==> src/rtl/mfill_pkg.sv <==
// Package: shared types for the memory fill engine.
// Assumes exactly two channels; the sequencer state encodes the channel order.
package mfill_pkg;
    localparam int NUM_CH = 2;

    typedef enum logic [1:0] {
        ST_IDLE = 2'd0,
        ST_RUN0 = 2'd1,
        ST_RUN1 = 2'd2,
        ST_FIN  = 2'd3
    } fill_state_t;
endpackage

==> src/rtl/mfill_chan_check.sv <==
// Module: mfill_chan_check
// Classifies one channel's parameters as runnable, disabled or malformed.
// Assumes addresses are unsigned; a zero first address means disabled.
module mfill_chan_check #(
    parameter int AW = 16
) (
    input  logic [AW-1:0] first_i,
    input  logic [AW-1:0] stop_i,
    output logic          run_o,
    output logic          bad_o
);
    logic enabled;

    // Purpose: decide run/bad from enable and range ordering.
    always_comb begin
        enabled = (first_i != '0);
        run_o   = enabled && (stop_i > first_i);
        bad_o   = enabled && (stop_i <= first_i);
    end
endmodule

==> src/rtl/mfill_addr_gen.sv <==
// Module: mfill_addr_gen
// Holds the current write address, loads a channel's first address and steps by one.
// Assumes the limit is strictly above the loaded address, so last_o is reached.
module mfill_addr_gen #(
    parameter int AW = 16
) (
    input  logic          clk,
    input  logic          rst_n,
    input  logic          load_i,
    input  logic [AW-1:0] load_val_i,
    input  logic          step_i,
    input  logic [AW-1:0] limit_i,
    output logic [AW-1:0] addr_o,
    output logic          last_o
);
    logic [AW-1:0] addr_q;
    logic [AW-1:0] addr_inc;

    // Purpose: next-address and end-of-region detection.
    always_comb begin
        addr_inc = addr_q + AW'(1);
        last_o   = (addr_inc == limit_i);
        addr_o   = addr_q;
    end

    // Purpose: address register, load has priority over step.
    always_ff @(posedge clk) begin
        if (!rst_n) begin
            addr_q <= '0;
        end else if (load_i) begin
            addr_q <= load_val_i;
        end else if (step_i) begin
            addr_q <= addr_inc;
        end
    end

    a_r2_addr_step: assert property (@(posedge clk) disable iff (!rst_n)
        (step_i && !load_i) |=> (addr_o == $past(addr_o) + AW'(1)))
        else $error("address did not advance by one");
endmodule

==> src/rtl/mfill_seq.sv <==
// Module: mfill_seq
// Job sequencer: accepts a start when idle, runs channel 0 then channel 1,
// then emits a one-cycle done. Assumes run flags are valid at acceptance.
module mfill_seq
    import mfill_pkg::*;
(
    input  logic              clk,
    input  logic              rst_n,
    input  logic              start_i,
    input  logic [NUM_CH-1:0] run_i,
    input  logic              last_i,
    output logic              accept_o,
    output logic              load_o,
    output logic              load_from_q_o,
    output logic              cur_ch_o,
    output logic              step_o,
    output logic              busy_o,
    output logic              done_o
);
    fill_state_t state_q, state_d;
    logic        run1_q;

    // Purpose: acceptance, load control and status decode.
    always_comb begin
        accept_o      = start_i && (state_q == ST_IDLE);
        load_from_q_o = (state_q == ST_RUN0) && last_i && run1_q;
        load_o        = (accept_o && (run_i != '0)) || load_from_q_o;
        step_o        = (state_q == ST_RUN0) || (state_q == ST_RUN1);
        cur_ch_o      = (state_q == ST_RUN1);
        busy_o        = (state_q != ST_IDLE);
        done_o        = (state_q == ST_FIN);
    end

    // Purpose: next-state selection.
    always_comb begin
        state_d = state_q;
        unique case (state_q)
            ST_IDLE: if (accept_o) begin
                if (run_i[0])      state_d = ST_RUN0;
                else if (run_i[1]) state_d = ST_RUN1;
                else               state_d = ST_FIN;
            end
            ST_RUN0: if (last_i) state_d = run1_q ? ST_RUN1 : ST_FIN;
            ST_RUN1: if (last_i) state_d = ST_FIN;
            ST_FIN:  state_d = ST_IDLE;
            default: state_d = ST_IDLE;
        endcase
    end

    // Purpose: state and channel-1 enable registers.
    always_ff @(posedge clk) begin
        if (!rst_n) begin
            state_q <= ST_IDLE;
            run1_q  <= 1'b0;
        end else begin
            state_q <= state_d;
            if (accept_o) run1_q <= run_i[1];
        end
    end

    a_r7_done_single: assert property (@(posedge clk) disable iff (!rst_n)
        done_o |=> !done_o)
        else $error("done longer than one cycle");

    a_r8_busy_until_done: assert property (@(posedge clk) disable iff (!rst_n)
        (busy_o && !done_o) |=> busy_o)
        else $error("busy dropped before done");

    a_r7_no_write_at_done: assert property (@(posedge clk) disable iff (!rst_n)
        done_o |-> !step_o)
        else $error("write during done");
endmodule

==> src/rtl/mfill_engine.sv <==
// Module: mfill_engine (top)
// Two-channel pattern fill over a single-port write interface, one word per cycle.
// Assumes the memory accepts a write every cycle with no back-pressure.
module mfill_engine
    import mfill_pkg::*;
#(
    parameter int AW = 16,
    parameter int DW = 32
) (
    input  logic          clk,
    input  logic          rst_n,
    input  logic          start_i,
    input  logic [AW-1:0] c0_first_i,
    input  logic [AW-1:0] c0_stop_i,
    input  logic [DW-1:0] c0_pattern_i,
    input  logic [AW-1:0] c1_first_i,
    input  logic [AW-1:0] c1_stop_i,
    input  logic [DW-1:0] c1_pattern_i,
    output logic          busy_o,
    output logic          done_o,
    output logic [1:0]    err_o,
    output logic          mem_we_o,
    output logic [AW-1:0] mem_addr_o,
    output logic [DW-1:0] mem_wdata_o
);
    logic [AW-1:0]     first_in [NUM_CH];
    logic [AW-1:0]     stop_in  [NUM_CH];
    logic [DW-1:0]     pat_in   [NUM_CH];
    logic [AW-1:0]     first_q  [NUM_CH];
    logic [AW-1:0]     stop_q   [NUM_CH];
    logic [DW-1:0]     pat_q    [NUM_CH];
    logic [NUM_CH-1:0] run, bad, err_q;
    logic              accept, load, load_from_q, cur_ch, step, last;
    logic [AW-1:0]     load_val, addr;

    // Purpose: gather per-channel inputs into arrays.
    always_comb begin
        first_in[0] = c0_first_i;   first_in[1] = c1_first_i;
        stop_in[0]  = c0_stop_i;    stop_in[1]  = c1_stop_i;
        pat_in[0]   = c0_pattern_i; pat_in[1]   = c1_pattern_i;
    end

    for (genvar g = 0; g < NUM_CH; g++) begin : g_chk
        mfill_chan_check #(.AW(AW)) u_chk (
            .first_i (first_in[g]),
            .stop_i  (stop_in[g]),
            .run_o   (run[g]),
            .bad_o   (bad[g])
        );
    end

    // Purpose: capture channel parameters and error flags on acceptance.
    always_ff @(posedge clk) begin
        if (!rst_n) begin
            for (int i = 0; i < NUM_CH; i++) begin
                first_q[i] <= '0;
                stop_q[i]  <= '0;
                pat_q[i]   <= '0;
            end
            err_q <= '0;
        end else if (accept) begin
            for (int i = 0; i < NUM_CH; i++) begin
                first_q[i] <= first_in[i];
                stop_q[i]  <= stop_in[i];
                pat_q[i]   <= pat_in[i];
            end
            err_q <= bad;
        end
    end

    mfill_seq u_seq (
        .clk           (clk),
        .rst_n         (rst_n),
        .start_i       (start_i),
        .run_i         (run),
        .last_i        (last),
        .accept_o      (accept),
        .load_o        (load),
        .load_from_q_o (load_from_q),
        .cur_ch_o      (cur_ch),
        .step_o        (step),
        .busy_o        (busy_o),
        .done_o        (done_o)
    );

    // Purpose: pick the address loaded at acceptance or at the channel hand-off.
    always_comb begin
        if (load_from_q) load_val = first_q[1];
        else if (run[0]) load_val = first_in[0];
        else             load_val = first_in[1];
    end

    mfill_addr_gen #(.AW(AW)) u_addr (
        .clk        (clk),
        .rst_n      (rst_n),
        .load_i     (load),
        .load_val_i (load_val),
        .step_i     (step),
        .limit_i    (stop_q[cur_ch]),
        .addr_o     (addr),
        .last_o     (last)
    );

    // Purpose: drive the memory write port and status.
    always_comb begin
        mem_we_o    = step;
        mem_addr_o  = addr;
        mem_wdata_o = pat_q[cur_ch];
        err_o       = err_q;
    end

    a_r4_no_zero_addr: assert property (@(posedge clk) disable iff (!rst_n)
        mem_we_o |-> (mem_addr_o != '0))
        else $error("write to address zero");

    a_r6_err_hold: assert property (@(posedge clk) disable iff (!rst_n)
        !accept |=> $stable(err_o))
        else $error("error flags changed without a new job");

    a_r5_bad_ch0_silent: assert property (@(posedge clk) disable iff (!rst_n)
        (accept && bad[0]) |=> !(mem_we_o && !cur_ch))
        else $error("malformed channel 0 wrote");

    a_r2_write_in_range: assert property (@(posedge clk) disable iff (!rst_n)
        mem_we_o |-> (mem_addr_o < stop_q[cur_ch]))
        else $error("write beyond stop address");
endmodule

==> config.mk <==
export PLATFORM = sky130hd
export DESIGN_NAME = mfill_engine
export DESIGN_NICKNAME = d
export VERILOG_FILES = /design/src/rtl/mfill_pkg.sv /design/src/rtl/mfill_chan_check.sv /design/src/rtl/mfill_addr_gen.sv /design/src/rtl/mfill_seq.sv /design/src/rtl/mfill_engine.sv
export SDC_FILE = /design/constraint.sdc
export NUM_CORES = 1
export LEC_CHECK = 0
export ABC_CLOCK_PERIOD_IN_PS = 4550
export BUFFER_PORTS_ARGS = -buffer_cell sky130_fd_sc_hd__buf_2
export CORE_ASPECT_RATIO = 1.2
export CORE_MARGIN = 3
export CORE_UTILIZATION = 45
export DETAILED_ROUTE_END_ITERATION = 6
export GPL_TIMING_DRIVEN = 0
export PLACE_DENSITY = 0.72
export SYNTH_ARGS = -nofsm -noshare
export SYNTH_HDL_FRONTEND = slang
export SYNTH_SLANG_ARGS = --single-unit
==> constraint.sdc <==
create_clock -name clk -period 4.55 [get_ports clk]
set_clock_uncertainty 0.2 [all_clocks]
set_input_delay 0.91 -clock clk [delete_from_list [all_inputs] [get_ports clk]]
set_output_delay 0.91 -clock clk [all_outputs]
set_load 0.02 [all_outputs]
==> reports/results.tsv, run 1 <==
metric	value	unit
slew_violations	0	
final_common_cell	buf_2	
grt_pass1_vias	5830	
worstPathRequired	3.44	ns
whs	0.254	ns
dpl_cell_area	8800	µm²
synth-seq-cells	133	
ys.flop_type	edfxtp_1	
synthArstFlopShare	0	
grt-ovfl-total	0	
numCtsBuffers	17	
num_vias	5817	
fin_area	9380	µm²
critPathTopFamily	buffers and inverters	
first_pass_iters	5	
clock-sinks	133	
dpl.cell_count	1051	
synth_edf_count	112	
die_y	148	µm
ios	184	
setup_violations	0	
startpoint_type	flop	
syn2layout_area_growth	23.8	%
antenna_found_initial	3	
cp_data_arrival_time	2.79	ns
synthCells	655	
max_slew_margin	0.540	
wl_per_cell	18.1	µm
hold_path.class	reg2reg	
drt_iter0_drc	462	
finish.net_count	1027	
crit_slowest_cell	buf_1	
synth_cell_type_count	58	
drc	0	
dpl.hpwl	15.6	mm
io_buffers	183	
cts_root_buf	clkbuf_16	
period_share	0.856	
clock_path_buffers	2	
finalHoldViolations	0	
synth_area_per_cell	11.6	µm²
synth_nets	824	
fp-row-count	51	
place_congestion	0.933	
worst_pin_slew	0.689	ns
final_cell_mix	190 x buf_2, 112 x edfxtp_1, 97 x and2_1	
cts.reportedPaths.clkPinSlew	0.06	ns
period_needed	3.90	ns
critPathMaxFanout	10	
drt_wl_total	19.6	mm
syn_area	7580	µm²
cts_tree	built	
critical_path_class	reg2out	
start_util	0.462	
p_leak	4.13	nW
stdcell_count	1084	
drive_gt1_frac	0.311	
dieWidth	124	µm
p_per_area	501	nW/µm²
rsz0062_at_grt	false	
grt_use_total	0.210	
path_cells	inv_1 > ha_1 > buf_6 > buf_6 > buf_2 > buf_1 > mux2_2 > buf_2	
crit_buf_inv	6	
cp-end-kind	output port	
drv_cap	0	
cts_setup_buffers	0	
cts_resized	0	
ys_seq_area_frac	0.499	
htreeDepth	4	
core-area	16400	µm²
slowest_delay	0.52	ns
grt_max_degree	73	
dieArea	18400	µm²
detail-route-antenna-nets	0	
max_freq	0.257	GHz
clock_latency	0.41	ns
grt_first_pass_wirelength	30.2	mm
status	finished, final reports clean	
power	4.70	mW
yosysWarnings	0	
viasPerCell	5.37	
cts-hold-fix-buffers	0	
tns	0	ns
vdd_ir_drop_max	0.000288	V
flip-flops by register name, summed over array words and instances (netlist names):
register and flops:
stop_q 32, first_q 16, err_o 2, u_seq.state_q 2, u_addr.addr_o 16, u_seq.run1_q 1
pat_q 64
synth_stat cells, types with 2 or more instances:
cell type  count  area (µm²)
and3_1         2        12.5
o211ai_1       4        30.0
and2_1        97         607
and4_1         7        61.3
dfxtp_1       21         420
mux2i_1       35         350
nand3_1       17        85.1
or3_1          3        18.8
a32oi_1       16         140
edfxtp_1     112        3360
inv_1         39         146
a21oi_1       13        65.1
a221oi_2       2        30.0
clkbuf_1      19        71.3
xnor2_1       15         131
nand4_1       15        93.8
and3b_1        2        17.5
buf_1          6        22.5
a21o_1         6        45.0
nand2_1       27         101
nor2b_1        3        18.8
buf_2          7        35.0
o21ai_0        4        20.0
xor2_1        19         166
a31oi_1        2        12.5
mux2_2        32         360
nor3_1        22         110
nor4_1        10        62.6
buf_6          4        45.0
nor2_1        14        52.6
ha_1          38         475
a22o_1        16         140
layer usage:
metal,track usage,vias to the layer above,share of wire
li1,-,2826,-
met2,0.355,246,0.49
met5,0,-,0.0014
met3,0.0654,52,0.072
met4,0.105,4,0.040
met1,0.242,2689,0.40
path summary, 6_finish.rpt:
check / startpoint / to / slack [ns] / cells past startpoint
worst max-delay path: u_seq.state_q[0]$_SDFFE_PN0P_ / mem_wdata_o[24] / 0.65 / 8
worst min-delay path: first_q[1][6]$_SDFFCE_PN0P_ / u_addr.addr_o[6]$_SDFFE_PN0P_ / 0.25 / 1
worst max register to register: u_seq.state_q[0]$_SDFFE_PN0P_ / u_addr.addr_o[8]$_SDFFE_PN0P_ / 1.16 / 12
worst min register to register: first_q[1][6]$_SDFFCE_PN0P_ / u_addr.addr_o[6]$_SDFFE_PN0P_ / 0.25 / 1
power by group:
group	switching, mW	internal, mW
clock network	0.527	0.811
registers	0.0908	1.62
logic	0.998	0.653
cell families after synthesis:
family | count (synthesis) | synth area share
simple gates | 227 | 0.174
flops | 133 | 0.499
compound gates | 79 | 0.0845
fa+ha+maj | 38 | 0.0627
buf+inv | 75 | 0.0423
xor+xnor | 34 | 0.0393
mux | 69 | 0.0976
worst register-to-register path: cells and delay by family, from the launching register on:
kind / cells / cell delay (ns)
and+or+nand+nor: 3 / 1.09
buffers and inverters: 5 / 0.97
DFF: 1 / 0.34
xor gates and xnor gates: 1 / 0.11
AOI/OAI and AO/OA: 1 / 0.16
adders and majority gates: 1 / 0.17
muxes: 1 / 0.28
layout make-up:
| cell class | count | area [µm²] |
|---|---|---|
| antenna | 1 | 2.50 |
| buffer | 36 | 174 |
| clock buffer | 18 | 429 |
| clock inverter | 14 | 155 |
| fill | 1435 | 7020 |
| inverter | 39 | 146 |
| multi-input combinational | 447 | 3480 |
| sequential | 133 | 3780 |
| tap | 212 | 265 |
| timing repair buffer | 184 | 943 |
per-stage QoR:
| stage | worst slack (ns) | utilization |
|---|---|---|
| finish | 0.653 | 0.572 |
| global route | 0.486 | 0.572 |
| CTS | 0.591 | 0.572 |
| detailed placement | 0.576 | 0.536 |
| global placement | -1.12 | 0.534 |
| floorplan | 0.139 | - |
Note: power is estimated with default switching activity, not from simulation.
==> run 2: changes to the inputs <==
ABC_AREA = 1   (was unset)
PLACE_DENSITY = 0.71   (was 0.72)
==> reports/results.tsv, run 2 <==
metric	value	unit
antenna_found_initial	2	
yosys.area.top_type	edfxtp_1	
synth_top_cell_area_share	0.396	
drc	0	
drive_gt1_frac	0.214	
clock_latency	0.43	ns
ys.flop_type	edfxtp_1	
swShare	0.435	
synthCells	1132	
setup_violations	0	
reg_top3	pat_q: 64 flops, stop_q: 32 flops	
cts_setup_buffers	0	
critPathLaunch	u_seq.state_q[0]$_SDFFE_PN0P_	
cts_root_buf	clkbuf_16	
min_from	err_o[1]$_SDFFE_PN0P_	
synthArstFlopShare	0	
hold_path.class	reg2reg	
start_util	0.463	
detail-route-antenna-nets	0	
synth_cell_type_count	39	
synth_mux_area_frac	0	
critical_path_class	reg2out	
stdcell_count	1604	
cts-hold-fix-buffers	0	
slew_violations	0	
crit_slowest_cell	buf_1	
yosysWarnings	0	
p_switching	2.50	mW
worstPathRequired	3.44	ns
ios	184	
core-area	18300	µm²
yosysMostFrequentCell	nand2_1	
io_buffers	183	
synth_top_family_by_area	simple AND/OR/NAND/NOR gates	
syn_area	8480	µm²
wl_per_cell	14.9	µm
synth_nets	1301	
syn2layout_area_growth	21.8	%
ys_seq_area_frac	0.446	
cts_resized	0	
clock_path_buffers	2	
max_freq	0.279	GHz
first_pass_iters	5	
pwr-share-clk	0.233	
fin_util	0.564	
drt_iter0_drc	580	
dieArea	20500	µm²
dpl.cell_count	1568	
finalHoldViolations	0	
drt_wl_total	24.0	mm
path_cells	inv_1 > ha_1 > buf_4 > inv_2 > buf_2 > buf_1 > nand2_1 > nand2_1 > buf_2	
dieWidth	131	µm
tns	0	ns
htreeDepth	4	
num-fill-cells	1746	
cts.reportedPaths.clkPinSlew	0.07	ns
numCtsBuffers	17	
synth-seq-cells	133	
period_needed	3.59	ns
r2r-start	u_seq.state_q[0]$_SDFFE_PN0P_	
cts_tree	built	
die_y	156	µm
num_vias	7832	
cp-end-kind	output port	
drv_cap	0	
synth_compound_area_frac	0.0493	
vdd_ir_drop_max	0.000270	V
viasPerCell	4.88	
worst_pin_slew	0.731	ns
clock-sinks	133	
p_leak	5.50	nW
place_congestion	0.887	
whs	0.300	ns
cp_data_arrival_time	2.48	ns
synthTopCellsByCount	329 x nand2_1, 207 x inv_1, 139 x nor2_1, 112 x edfxtp_1, 84 x nand3_1	
post_synth_fa_ha_maj_area_fraction	0.0560	
synth_edf_count	112	
internal-power	3.26	mW
seqPwrFrac	0.331	
critPathMaxFanout	10	
final_common_cell	nand2_1	
largest_reg_flops	64	
top_register	pat_q	
rsz0062_at_grt	false	
slowest_delay	0.43	ns
max_slew_margin	0.513	
grt_use_total	0.235	
grt_first_pass_wirelength	38.1	mm
fp-row-count	54	
synth-simple-area-share	0.329	
p_per_area	558	nW/µm²
final_cell_mix	328 x nand2_1, 207 x inv_1, 190 x buf_2	
grt_pass1_vias	7759	
finish.net_count	1504	
startpoint_type	flop	
power_frac_comb	0.436	
grt-ovfl-total	0	
status	finished, final reports clean	
period_share	0.789	
synth_xor_xnor_area_share	0.00103	
synth_area_per_cell	7.49	µm²
grt_max_degree	62	
synth.area.top_cells	edfxtp_1 40%, nand2_1 15%, inv_1 9.2%	
dpl.hpwl	19.0	mm
run 2: cell types whose count changed after synthesis, moves of 32 or more:
cell     before  now
nand2_1      27  329
inv_1        39  207
nor2_1       14  139
and2_1       97    2
nand3_1      17   84
mux2i_1      35    0
mux2_2       32    0
run 2: final cells by class:
type | count | area (µm²) | area share
Sequential cell | 133 | 3780 | 0.366
Multi-Input combinational cell | 745 | 3700 | 0.358
Timing Repair Buffer | 184 | 943 | 0.0913
Inverter | 214 | 803 | 0.0778
Clock buffer | 17 | 425 | 0.0412
Tap cell | 252 | 315 | 0.0305
Buffer | 40 | 204 | 0.0197
Clock inverter | 15 | 145 | 0.0141
Antenna cell | 4 | 10.0 | 0.000969
run 2: through the flow:
stage	power, mW	worst slack, ns	area [µm²]
6_report	5.76	0.959	10300
4_1_cts	5.77	0.914	10300
3_3_place_gp	4.41	-0.858	9710
2_1_floorplan	3.65	0.398	8480
5_1_grt	6.18	0.810	10300
3_5_place_dp	4.43	0.854	9750
run 2: worst max-delay path: cells and delay by family, from the launching register on:
family        cells  cell delay, ns
flops             1            0.36
buf+inv           6            1.26
simple gates      2            0.23
fa+ha+maj         1            0.20
run 2: power by group through the flow:
| stage | clock network [mW] | registers [mW] | logic [mW] |
|---|---|---|---|
| after floorplan | 0 | 1.99 | 1.66 |
| after global placement | 0 | 1.95 | 2.45 |
| after detailed placement | 0 | 1.93 | 2.50 |
| after CTS | 1.35 | 1.90 | 2.52 |
| after global routing | 1.41 | 1.94 | 2.82 |
| final | 1.34 | 1.90 | 2.51 |
run 2: per-layer routing:
layer,vias to the layer above,track usage,share of wire
li1,3981,-,-
met1,3512,0.253,0.37
met2,290,0.441,0.52
met3,49,0.0605,0.079
met4,0,0.0920,0.030
met5,-,0,0
run 2: final timing paths:
kind / end / slack [ns] / depth (start not counted)
worst min register to register: err_o[1]$_SDFFE_PN0P_ / 0.30 / 2
worst max-delay path: mem_wdata_o[11] / 0.96 / 9
worst min-delay path: err_o[1]$_SDFFE_PN0P_ / 0.30 / 2
worst max register to register: u_addr.addr_o[5]$_SDFFE_PN0P_ / 1.40 / 15
run 2: logic make-up (layout without fill, tap and decap cells):
group / count (synthesis) / after routing
compound gates: 70 / 70
other cells: 0 / 4
buf+inv: 254 / 470
simple gates: 636 / 636
flops: 133 / 133
fa+ha+maj: 38 / 38
xor+xnor: 1 / 1
